## src/rtl/frm_pkg.sv

```systemverilog
package frm_pkg;
  localparam int ID_W     = 2;
  localparam int ADDR_W   = 21;
  localparam int REL_W    = 9;
  localparam int CRC_W    = 4;
  localparam int FRAME_W  = 64;
  localparam int MSG_W    = FRAME_W - CRC_W;
  localparam int LEN_W    = $clog2(FRAME_W + 1);
  localparam int MLEN_W   = $clog2(MSG_W + 1);
  localparam int NBYTES   = 4;
  localparam int LAST_W   = ID_W + ADDR_W;
  localparam logic [LAST_W-1:0] LAST_INVALID = LAST_W'(1);

  localparam logic [2:0] OP_ABS   = 3'b100;
  localparam logic [2:0] OP_REL   = 3'b101;
  localparam logic [1:0] OP_SAME  = 2'b11;
  localparam logic [2:0] OP_DPOLL = 3'b010;
  localparam logic [2:0] OP_EPOLL = 3'b011;
  localparam logic [5:0] OP_TERM  = 6'b111111;
  localparam logic [CRC_W-1:0] CRC_POLY = 4'b0111;

  typedef enum logic [1:0] {K_ACCESS = 2'd0, K_DPOLL = 2'd1, K_EPOLL = 2'd2, K_TERM = 2'd3} req_kind_e;
  typedef enum logic [1:0] {M_ABS = 2'd0, M_REL = 2'd1, M_SAME = 2'd2} addr_mode_e;

  function automatic logic [CRC_W-1:0] crc_step(input logic [CRC_W-1:0] c, input logic b);
    logic fb;
    fb = b ^ c[CRC_W-1];
    crc_step = {c[CRC_W-2:0], 1'b0} ^ (fb ? CRC_POLY : '0);
  endfunction
endpackage

```

## src/rtl/frm_last_addr.sv

```systemverilog
module frm_last_addr
  import frm_pkg::*;
(
  input  logic              clk,
  input  logic              rst_n,
  input  logic              capture,
  input  logic [1:0]        cap_kind,
  input  logic [ID_W-1:0]   cap_id,
  input  logic [ADDR_W-1:0] cap_addr,
  input  logic              xfer_done,
  input  logic              xfer_ok,
  input  logic              link_break,
  output addr_mode_e        mode,
  output logic [REL_W-1:0]  rel_off
);
  logic [LAST_W-1:0] last_q, last_d;
  logic [1:0]        pkind_q, pkind_d;
  logic [ID_W-1:0]   pid_q, pid_d;
  logic [ADDR_W-1:0] paddr_q, paddr_d;
  logic              plive_q, plive_d;
  logic signed [ADDR_W:0] diff;
  logic [LAST_W-1:0] word_key;

  // mode decision against the stored value
  always_comb begin
    word_key = {cap_id, cap_addr[ADDR_W-1:2], 2'b00};
    diff     = $signed({1'b0, cap_addr}) - $signed({1'b0, last_q[ADDR_W-1:0]});
    rel_off  = diff[REL_W-1:0];
    if (last_q == word_key)
      mode = M_SAME;
    else if (!last_q[0] && last_q[LAST_W-1:ADDR_W] == cap_id &&
             diff >= -(ADDR_W+1)'(256) && diff <= (ADDR_W+1)'(255))
      mode = M_REL;
    else
      mode = M_ABS;
  end

  always_comb begin
    last_d  = last_q;
    pkind_d = pkind_q;
    pid_d   = pid_q;
    paddr_d = paddr_q;
    plive_d = plive_q;
    if (link_break)
      last_d = LAST_INVALID;
    else if (xfer_done && plive_q) begin
      if (!xfer_ok || pkind_q == K_TERM)
        last_d = LAST_INVALID;
      else if (pkind_q == K_ACCESS)
        last_d = {pid_q, paddr_q[ADDR_W-1:2], 2'b00};
    end
    if (capture) begin
      plive_d = 1'b1;
      pkind_d = cap_kind;
      pid_d   = cap_id;
      paddr_d = cap_addr;
    end else if (xfer_done) begin
      plive_d = 1'b0;
    end
  end

  always_ff @(posedge clk or negedge rst_n) begin
    if (!rst_n) begin
      last_q  <= LAST_INVALID;
      pkind_q <= '0;
      pid_q   <= '0;
      paddr_q <= '0;
      plive_q <= 1'b0;
    end else begin
      last_q  <= last_d;
      plive_q <= plive_d;
      if (capture) begin
        pkind_q <= pkind_d;
        pid_q   <= pid_d;
        paddr_q <= paddr_d;
      end
    end
  end

  p_break_inval_r10: assert property (@(posedge clk) disable iff (!rst_n)
    link_break |=> (last_q == LAST_INVALID));
  p_fail_inval_r10: assert property (@(posedge clk) disable iff (!rst_n)
    (xfer_done && !xfer_ok && plive_q) |=> (last_q == LAST_INVALID));
  p_invalid_never_same_r3: assert property (@(posedge clk) disable iff (!rst_n)
    (mode == M_SAME) |-> !last_q[0]);
endmodule

```

## src/rtl/frm_packer.sv

```systemverilog
module frm_packer
  import frm_pkg::*;
(
  input  logic [1:0]        kind,
  input  addr_mode_e        mode,
  input  logic [ID_W-1:0]   id,
  input  logic [ADDR_W-1:0] addr,
  input  logic [REL_W-1:0]  rel_off,
  input  logic [1:0]        size,
  input  logic              write,
  input  logic [8*NBYTES-1:0] wdata,
  output logic [MSG_W-1:0]  msg,
  output logic [MLEN_W-1:0] len
);
  function automatic logic [MSG_W-1:0] put(input logic [MSG_W-1:0] m,
                                           input logic [31:0] v, input int w);
    put = (m << w) | (MSG_W'(v) & ((MSG_W'(1) << w) - MSG_W'(1)));
  endfunction

  always_comb begin
    logic [MSG_W-1:0]  m;
    logic [ADDR_W-1:0] fld;
    int n, aw, nb;
    m = '0;
    n = 0;
    fld = '0;
    aw = ADDR_W;
    nb = (size == 2'd0) ? 1 : (size == 2'd1) ? 2 : 4;
    m = put(m, 32'(id), ID_W); n += ID_W;
    case (kind)
      K_DPOLL: begin m = put(m, 32'(OP_DPOLL), 3); n += 3; end
      K_EPOLL: begin m = put(m, 32'(OP_EPOLL), 3); n += 3; end
      K_TERM:  begin m = put(m, 32'(OP_TERM), 6);  n += 6; end
      default: begin
        case (mode)
          M_SAME: begin
            m = put(m, 32'(OP_SAME), 2); n += 2;
            fld = ADDR_W'(addr[1:0]); aw = 2;
          end
          M_REL: begin
            m = put(m, 32'(OP_REL), 3); n += 3;
            fld = ADDR_W'(rel_off); aw = REL_W;
          end
          default: begin
            m = put(m, 32'(OP_ABS), 3); n += 3;
            fld = addr; aw = ADDR_W;
          end
        endcase
        if (nb == 2) fld[0] = 1'b0;
        else if (nb == 4) fld[1:0] = 2'b01;
        m = put(m, 32'(!write), 1); n += 1;
        m = put(m, 32'(fld), aw); n += aw;
        m = put(m, 32'(nb > 1), 1); n += 1;
        for (int i = 0; i < NBYTES; i++) begin
          if (write && i < nb) begin
            m = put(m, 32'(wdata[8*i +: 8]), 8);
            n += 8;
          end
        end
      end
    endcase
    msg = m;
    len = MLEN_W'(n);
  end
endmodule

```

## src/rtl/frm_crc_serial.sv

```systemverilog
module frm_crc_serial
  import frm_pkg::*;
(
  input  logic              clk,
  input  logic              rst_n,
  input  logic              load,
  input  logic [MSG_W-1:0]  msg_in,
  input  logic [MLEN_W-1:0] len_in,
  output logic              busy,
  output logic [CRC_W-1:0]  crc
);
  logic [MSG_W-1:0]  sreg_q, sreg_d;
  logic [MLEN_W-1:0] cnt_q, cnt_d;
  logic [CRC_W-1:0]  crc_q, crc_d;

  assign busy = (cnt_q != '0);
  assign crc  = crc_q;

  always_comb begin
    sreg_d = sreg_q;
    cnt_d  = cnt_q;
    crc_d  = crc_q;
    if (load) begin
      sreg_d = msg_in << (MLEN_W'(MSG_W) - len_in);
      cnt_d  = len_in;
      crc_d  = crc_step('0, 1'b1);   // leading start bit
    end else if (busy) begin
      crc_d  = crc_step(crc_q, sreg_q[MSG_W-1]);
      sreg_d = sreg_q << 1;
      cnt_d  = cnt_q - MLEN_W'(1);
    end
  end

  always_ff @(posedge clk or negedge rst_n) begin
    if (!rst_n) begin
      sreg_q <= '0;
      cnt_q  <= '0;
      crc_q  <= '0;
    end else if (load || busy) begin
      sreg_q <= sreg_d;
      cnt_q  <= cnt_d;
      crc_q  <= crc_d;
    end
  end

  p_load_busy_r8: assert property (@(posedge clk) disable iff (!rst_n)
    (load && len_in != '0) |=> busy);
  p_count_down_r8: assert property (@(posedge clk) disable iff (!rst_n)
    (busy && !load) |=> (cnt_q == $past(cnt_q) - MLEN_W'(1)));
endmodule

```

## src/rtl/svc_frame_encoder.sv

```systemverilog
module svc_frame_encoder
  import frm_pkg::*;
(
  input  logic               clk,
  input  logic               rst_n,
  input  logic               req_valid,
  output logic               req_ready,
  input  logic [1:0]         req_kind,
  input  logic [ID_W-1:0]    req_id,
  input  logic [ADDR_W-1:0]  req_addr,
  input  logic [1:0]         req_size,
  input  logic               req_write,
  input  logic [8*NBYTES-1:0] req_wdata,
  output logic               frame_valid,
  input  logic               frame_ready,
  output logic [FRAME_W-1:0] frame_data,
  output logic [LEN_W-1:0]   frame_len,
  input  logic               xfer_done,
  input  logic               xfer_ok,
  input  logic               link_break
);
  typedef enum logic [1:0] {S_IDLE, S_CRC, S_OUT} state_e;

  state_e            st_q, st_d;
  logic [MSG_W-1:0]  msg_q, pk_msg;
  logic [MLEN_W-1:0] mlen_q, pk_len;
  logic [FRAME_W-1:0] frm_q, frm_d;
  logic [LEN_W-1:0]  flen_q, flen_d;
  logic              accept, crc_busy, finish;
  logic [CRC_W-1:0]  crc_val;
  addr_mode_e        mode;
  logic [REL_W-1:0]  rel_off;

  assign req_ready   = (st_q == S_IDLE);
  assign frame_valid = (st_q == S_OUT);
  assign frame_data  = frm_q;
  assign frame_len   = flen_q;
  assign accept      = req_valid && req_ready;
  assign finish      = (st_q == S_CRC) && !crc_busy;

  frm_last_addr u_last (
    .clk, .rst_n,
    .capture(accept), .cap_kind(req_kind), .cap_id(req_id), .cap_addr(req_addr),
    .xfer_done, .xfer_ok, .link_break,
    .mode, .rel_off
  );

  frm_packer u_pack (
    .kind(req_kind), .mode, .id(req_id), .addr(req_addr), .rel_off,
    .size(req_size), .write(req_write), .wdata(req_wdata),
    .msg(pk_msg), .len(pk_len)
  );

  frm_crc_serial u_crc (
    .clk, .rst_n, .load(accept), .msg_in(pk_msg), .len_in(pk_len),
    .busy(crc_busy), .crc(crc_val)
  );

  always_comb begin
    st_d   = st_q;
    frm_d  = {msg_q, crc_val} << (LEN_W'(MSG_W) - LEN_W'(mlen_q));
    flen_d = LEN_W'(mlen_q) + LEN_W'(CRC_W);
    case (st_q)
      S_IDLE: if (req_valid) st_d = S_CRC;
      S_CRC:  if (!crc_busy) st_d = S_OUT;
      S_OUT:  if (frame_ready) st_d = S_IDLE;
      default: st_d = S_IDLE;
    endcase
  end

  always_ff @(posedge clk or negedge rst_n) begin
    if (!rst_n) begin
      st_q   <= S_IDLE;
      msg_q  <= '0;
      mlen_q <= '0;
      frm_q  <= '0;
      flen_q <= '0;
    end else begin
      st_q <= st_d;
      if (accept) begin
        msg_q  <= pk_msg;
        mlen_q <= pk_len;
      end
      if (finish) begin
        frm_q  <= frm_d;
        flen_q <= flen_d;
      end
    end
  end

  p_hold_r11: assert property (@(posedge clk) disable iff (!rst_n)
    (frame_valid && !frame_ready) |=> (frame_valid && $stable(frame_data) && $stable(frame_len)));
  p_busy_after_accept_r11: assert property (@(posedge clk) disable iff (!rst_n)
    accept |=> !req_ready);
  p_len_range_r8: assert property (@(posedge clk) disable iff (!rst_n)
    frame_valid |-> (frame_len >= LEN_W'(9) && frame_len <= LEN_W'(FRAME_W)));
  p_left_align_r8: assert property (@(posedge clk) disable iff (!rst_n)
    frame_valid |-> ((frame_data << frame_len) == '0));
endmodule

```

## config.mk

```make
export PLATFORM = sky130hd
export DESIGN_NAME = svc_frame_encoder
export DESIGN_NICKNAME = d
export VERILOG_FILES = /design/src/rtl/frm_pkg.sv /design/src/rtl/frm_last_addr.sv /design/src/rtl/frm_packer.sv /design/src/rtl/frm_crc_serial.sv /design/src/rtl/svc_frame_encoder.sv
export SDC_FILE = /design/constraint.sdc
export NUM_CORES = 1
export LEC_CHECK = 0
export ABC_CLOCK_PERIOD_IN_PS = 14500
export BUFFER_PORTS_ARGS = -buffer_cell sky130_fd_sc_hd__buf_2
export CORE_ASPECT_RATIO = 1.1
export CORE_MARGIN = 3
export CORE_UTILIZATION = 45
export DETAILED_ROUTE_END_ITERATION = 12
export PLACE_DENSITY = 0.59
export SLEW_MARGIN = 20
export SYNTH_ARGS = -nofsm -noshare
export SYNTH_HDL_FRONTEND = slang
export SYNTH_HIERARCHICAL = 1
export SYNTH_SLANG_ARGS = --single-unit
```

## constraint.sdc

```tcl
create_clock -name clk -period 14.5 [get_ports clk]
set_input_delay 2.9 -clock clk [delete_from_list [all_inputs] [get_ports clk]]
set_output_delay 2.9 -clock clk [all_outputs]
set_load 0.03 [all_outputs]
```

==> results.sh <==
export IMPL_outcome="completed"
export IMPL_p_sw_mw=2.02
export IMPL_rows=83
export IMPL_reg2reg_from="u_last/last_q[4]$_DFFE_PN0P_"
export IMPL_finalSetupViolCount=0
export IMPL_crit_slowest_cell="a21oi_1"
export IMPL_drc=0
export IMPL_yosys_warnings=6
export IMPL_irDropWorstVdd_uv=146
export IMPL_cts_max_level=1
export IMPL_slew_viol_final=0
export IMPL_root_buffer="clkbuf_16"
export IMPL_async_flop_share_pct=100
export IMPL_core_area_mm2=0.0469
export IMPL_sequentialPowerShare_pct=25.1
export IMPL_drt_antenna_violating_nets=0
export IMPL_area_growth_pct=9.74
export IMPL_crit_arrival_ns=11.21
export IMPL_numCtsBuffers=29
export IMPL_synth_avg_cell_area_um2=9.41
export IMPL_critPathKind="input pin to flip-flop"
export IMPL_synth_cell_types=107
export IMPL_ctsHoldBuffers=0
export IMPL_synthCells=2281
export IMPL_cts_buffer_depth=3
export IMPL_num_vias=19200
export IMPL_finalCritPeriodShare_pct=73.8
export IMPL_wl_met2_mm=35.9
export IMPL_post_place_ws_ns=2.87
export IMPL_grt_overflow_total=0
export IMPL_dpl_hpwl_mm=58.2
export IMPL_hp_start="frame_data[37]$_DFFE_PN0P_"
export IMPL_power_leakage_nw=10.1
export IMPL_synth_area_top_cells="dfrtp_1, mux2i_1, mux2_2"
export IMPL_power_internal_mw=2.43
export IMPL_track_usage_pct=29.8
export IMPL_path_max_fanout=50
export IMPL_p_total_mw=4.44
export IMPL_grt_pass1_vias=18800
export IMPL_initialDrtViolationCount=1844
export IMPL_cp_end_kind="flip-flop"
export IMPL_antenna_found_initial=7
export IMPL_finalWorstSetupSlack_ns=3.79
export IMPL_grt_pass1_wl_mm=118
export IMPL_cts_tree="built"
export IMPL_swShare_pct=45.4
export IMPL_min_period_ns=10.71
export IMPL_r2r_slack_ns=5.81
export IMPL_synth_edf_count=0
export IMPL_m1WireLength_mm=31.4
export IMPL_nets=2418
export IMPL_top_layer_used="met5"
export IMPL_syn_area_mm2=0.0215
export IMPL_io_pins=140
export IMPL_viasPerCell=6.46
export IMPL_timing_fmax_mhz=93.4
export IMPL_dieArea_mm2=0.0504
export IMPL_grt_setup_unrepaired="false"
export IMPL_routabilityCongestion=1.01
export IMPL_wl_per_cell_um=26.0
export IMPL_final_layout_size_suffix_gt1_share_pct=24.1
export IMPL_die_h_um=235
export IMPL_synth_top_area_share_pct=29.6
export IMPL_port_buffers=139
export IMPL_post_cts_resized=0
export IMPL_power_frac_clock_pct=17.9
export IMPL_postCtsSetupBuffers=0
export IMPL_comb_power_share_pct=57.0
export IMPL_worst_pin_slew_ns=1.12
export IMPL_synth_main_ff_cell="dfrtp_1"
export IMPL_cts_sinks=255
export IMPL_syn_num_nets=2385
export IMPL_start_kind="input pin"
export IMPL_route_met3_wl_mm=5.85
export IMPL_clk_latency_ns=0.60
export IMPL_synth_yosys_seq_area_share_pct=29.7
export IMPL_min_path_type="flip-flop to flip-flop"
export IMPL_hold_ws_ns=0.457
export IMPL_cpPeakStageDelay_ns=0.78
export IMPL_wl_mm=77.3
export IMPL_drtPass1Iterations=5
export IMPL_crit_start="req_addr[4]"
export IMPL_required_ns=15.00
export IMPL_finClkSkew_ns=0.0284
export IMPL_clk_pin_slew_ns=0.06
export IMPL_finalSetupTns_ns=0
export IMPL_start_util_pct=45.7
export IMPL_die_w_um=214
export IMPL_finalHoldViolCount=0
export IMPL_synth_seq_cells=255
export IMPL_max_cap_violations=0
export IMPL_grt_max_degree=155
export IMPL_postLayoutCoreUtil_pct=50.2
export IMPL_yosysTopAreaCell="dfrtp_1"
export IMPL_crit_top_cell="ha_1"
export IMPL_maxSlewHeadroom_pct=24.8
export IMPL_p_per_area_mw_per_mm2=188
==> final timing paths <==
check | end | depth (start not counted)
min | frame_data[37]$_DFFE_PN0P_ | 2
min in group asynchronous | frame_data[7]$_DFFE_PN0P_ | 1
min reg2reg | frame_data[37]$_DFFE_PN0P_ | 2
max in group asynchronous | u_last/paddr_q[2]$_DFFE_PN0P_ | 2
max reg2reg | u_crc/sreg_q[48]$_DFFE_PN0P_ | 28
max | u_crc/sreg_q[48]$_DFFE_PN0P_ | 28
==> power by group through the flow <==
| stage | logic [mW] | registers [mW] | clock network [mW] |
|---|---|---|---|
| finish | 2.53 | 1.12 | 0.795 |
| floorplan | 1.80 | 1.17 | 0 |
| detailed placement | 2.48 | 1.13 | 0 |
| global route | 2.71 | 1.15 | 0.845 |
| global placement | 2.46 | 1.12 | 0 |
| CTS | 2.49 | 1.12 | 0.816 |
==> sequential cells by signal, indices dropped and copies added (netlist names), 4 cells and up <==
register	cells
frame_data	64
frame_len	7
mlen_q	6
msg_q	60
u_crc/cnt_q	6
u_crc/crc	4
u_crc/sreg_q	60
u_last/last_q	22
u_last/paddr_q	19
==> cells in the mapped netlist, types with 40 or more instances <==
cell type,instances
inv_1,54
nand2_1,212
a21oi_1,130
nor3_1,42
buf_2,64
o22ai_1,55
clkbuf_1,74
dfrtp_1,254
mux2_2,174
o211ai_1,40
mux2i_1,203
nor2_1,204
mux4_2,87
o21ai_0,121
==> layer usage <==
layer / global-route usage [%] / vias up
met5: 0 / -
met4: 13.9 / 6
met3: 5.10 / 180
met2: 48.2 / 888
met1: 39.0 / 9500
li1: - / 8621
==> area by class of cell <==
class,instances,area [um2]
antenna,3,7.51
clock buffer,35,778
clock inverter,15,238
fill,4463,23400
inverter,58,218
multi-input combinational,1785,14100
sequential,255,6380
tap,637,797
timing repair buffer,185,1060
==> critical path: cells and delay by family <==
family | cells | cell delay (ns)
adder cells (fa/ha/maj) | 4 | 1.29
XOR/XNOR | 1 | 0.58
multiplexers | 1 | 0.25
AO/OA/AOI/OAI | 9 | 2.75
AND/OR/NAND/NOR | 10 | 2.77
buffers and inverters | 3 | 0.64
==> cells by family (layout without fill, tap and decap cells) <==
kind of cell / count (synthesis) / after routing / share of synthesized area [%]
AOI/OAI and AO/OA: 609 / 609 / 19.0
adders and majority gates: 37 / 37 / 2.16
and+or+nand+nor: 612 / 612 / 12.9
xor gates and xnor gates: 51 / 51 / 2.39
buffers and inverters: 241 / 293 / 5.31
DFF: 255 / 255 / 29.7
muxes: 475 / 475 / 28.6
other: 1 / 4 / 0.0175
==> layout by cell type (no fill, tap or decap), types with 42 or more instances in the layout <==
cell type	count
a21oi_1	130
o21ai_0	120
nor2_1	204
dfrtp_1	253
buf_4	45
mux2_2	174
nand2_1	211
mux4_2	87
nor3_1	42
inv_1	53
o22ai_1	55
mux2i_1	203
buf_2	138
==> through the flow <==
stage	instances	cell area, um2
3_3_place_gp	2920	22500
5_1_grt	2971	23600
4_1_cts	2970	23600
2_1_floorplan	2281	21500
6_report	2973	23600
3_5_place_dp	2920	22500
No activity file was read; power rests on OpenSTA's default activity.
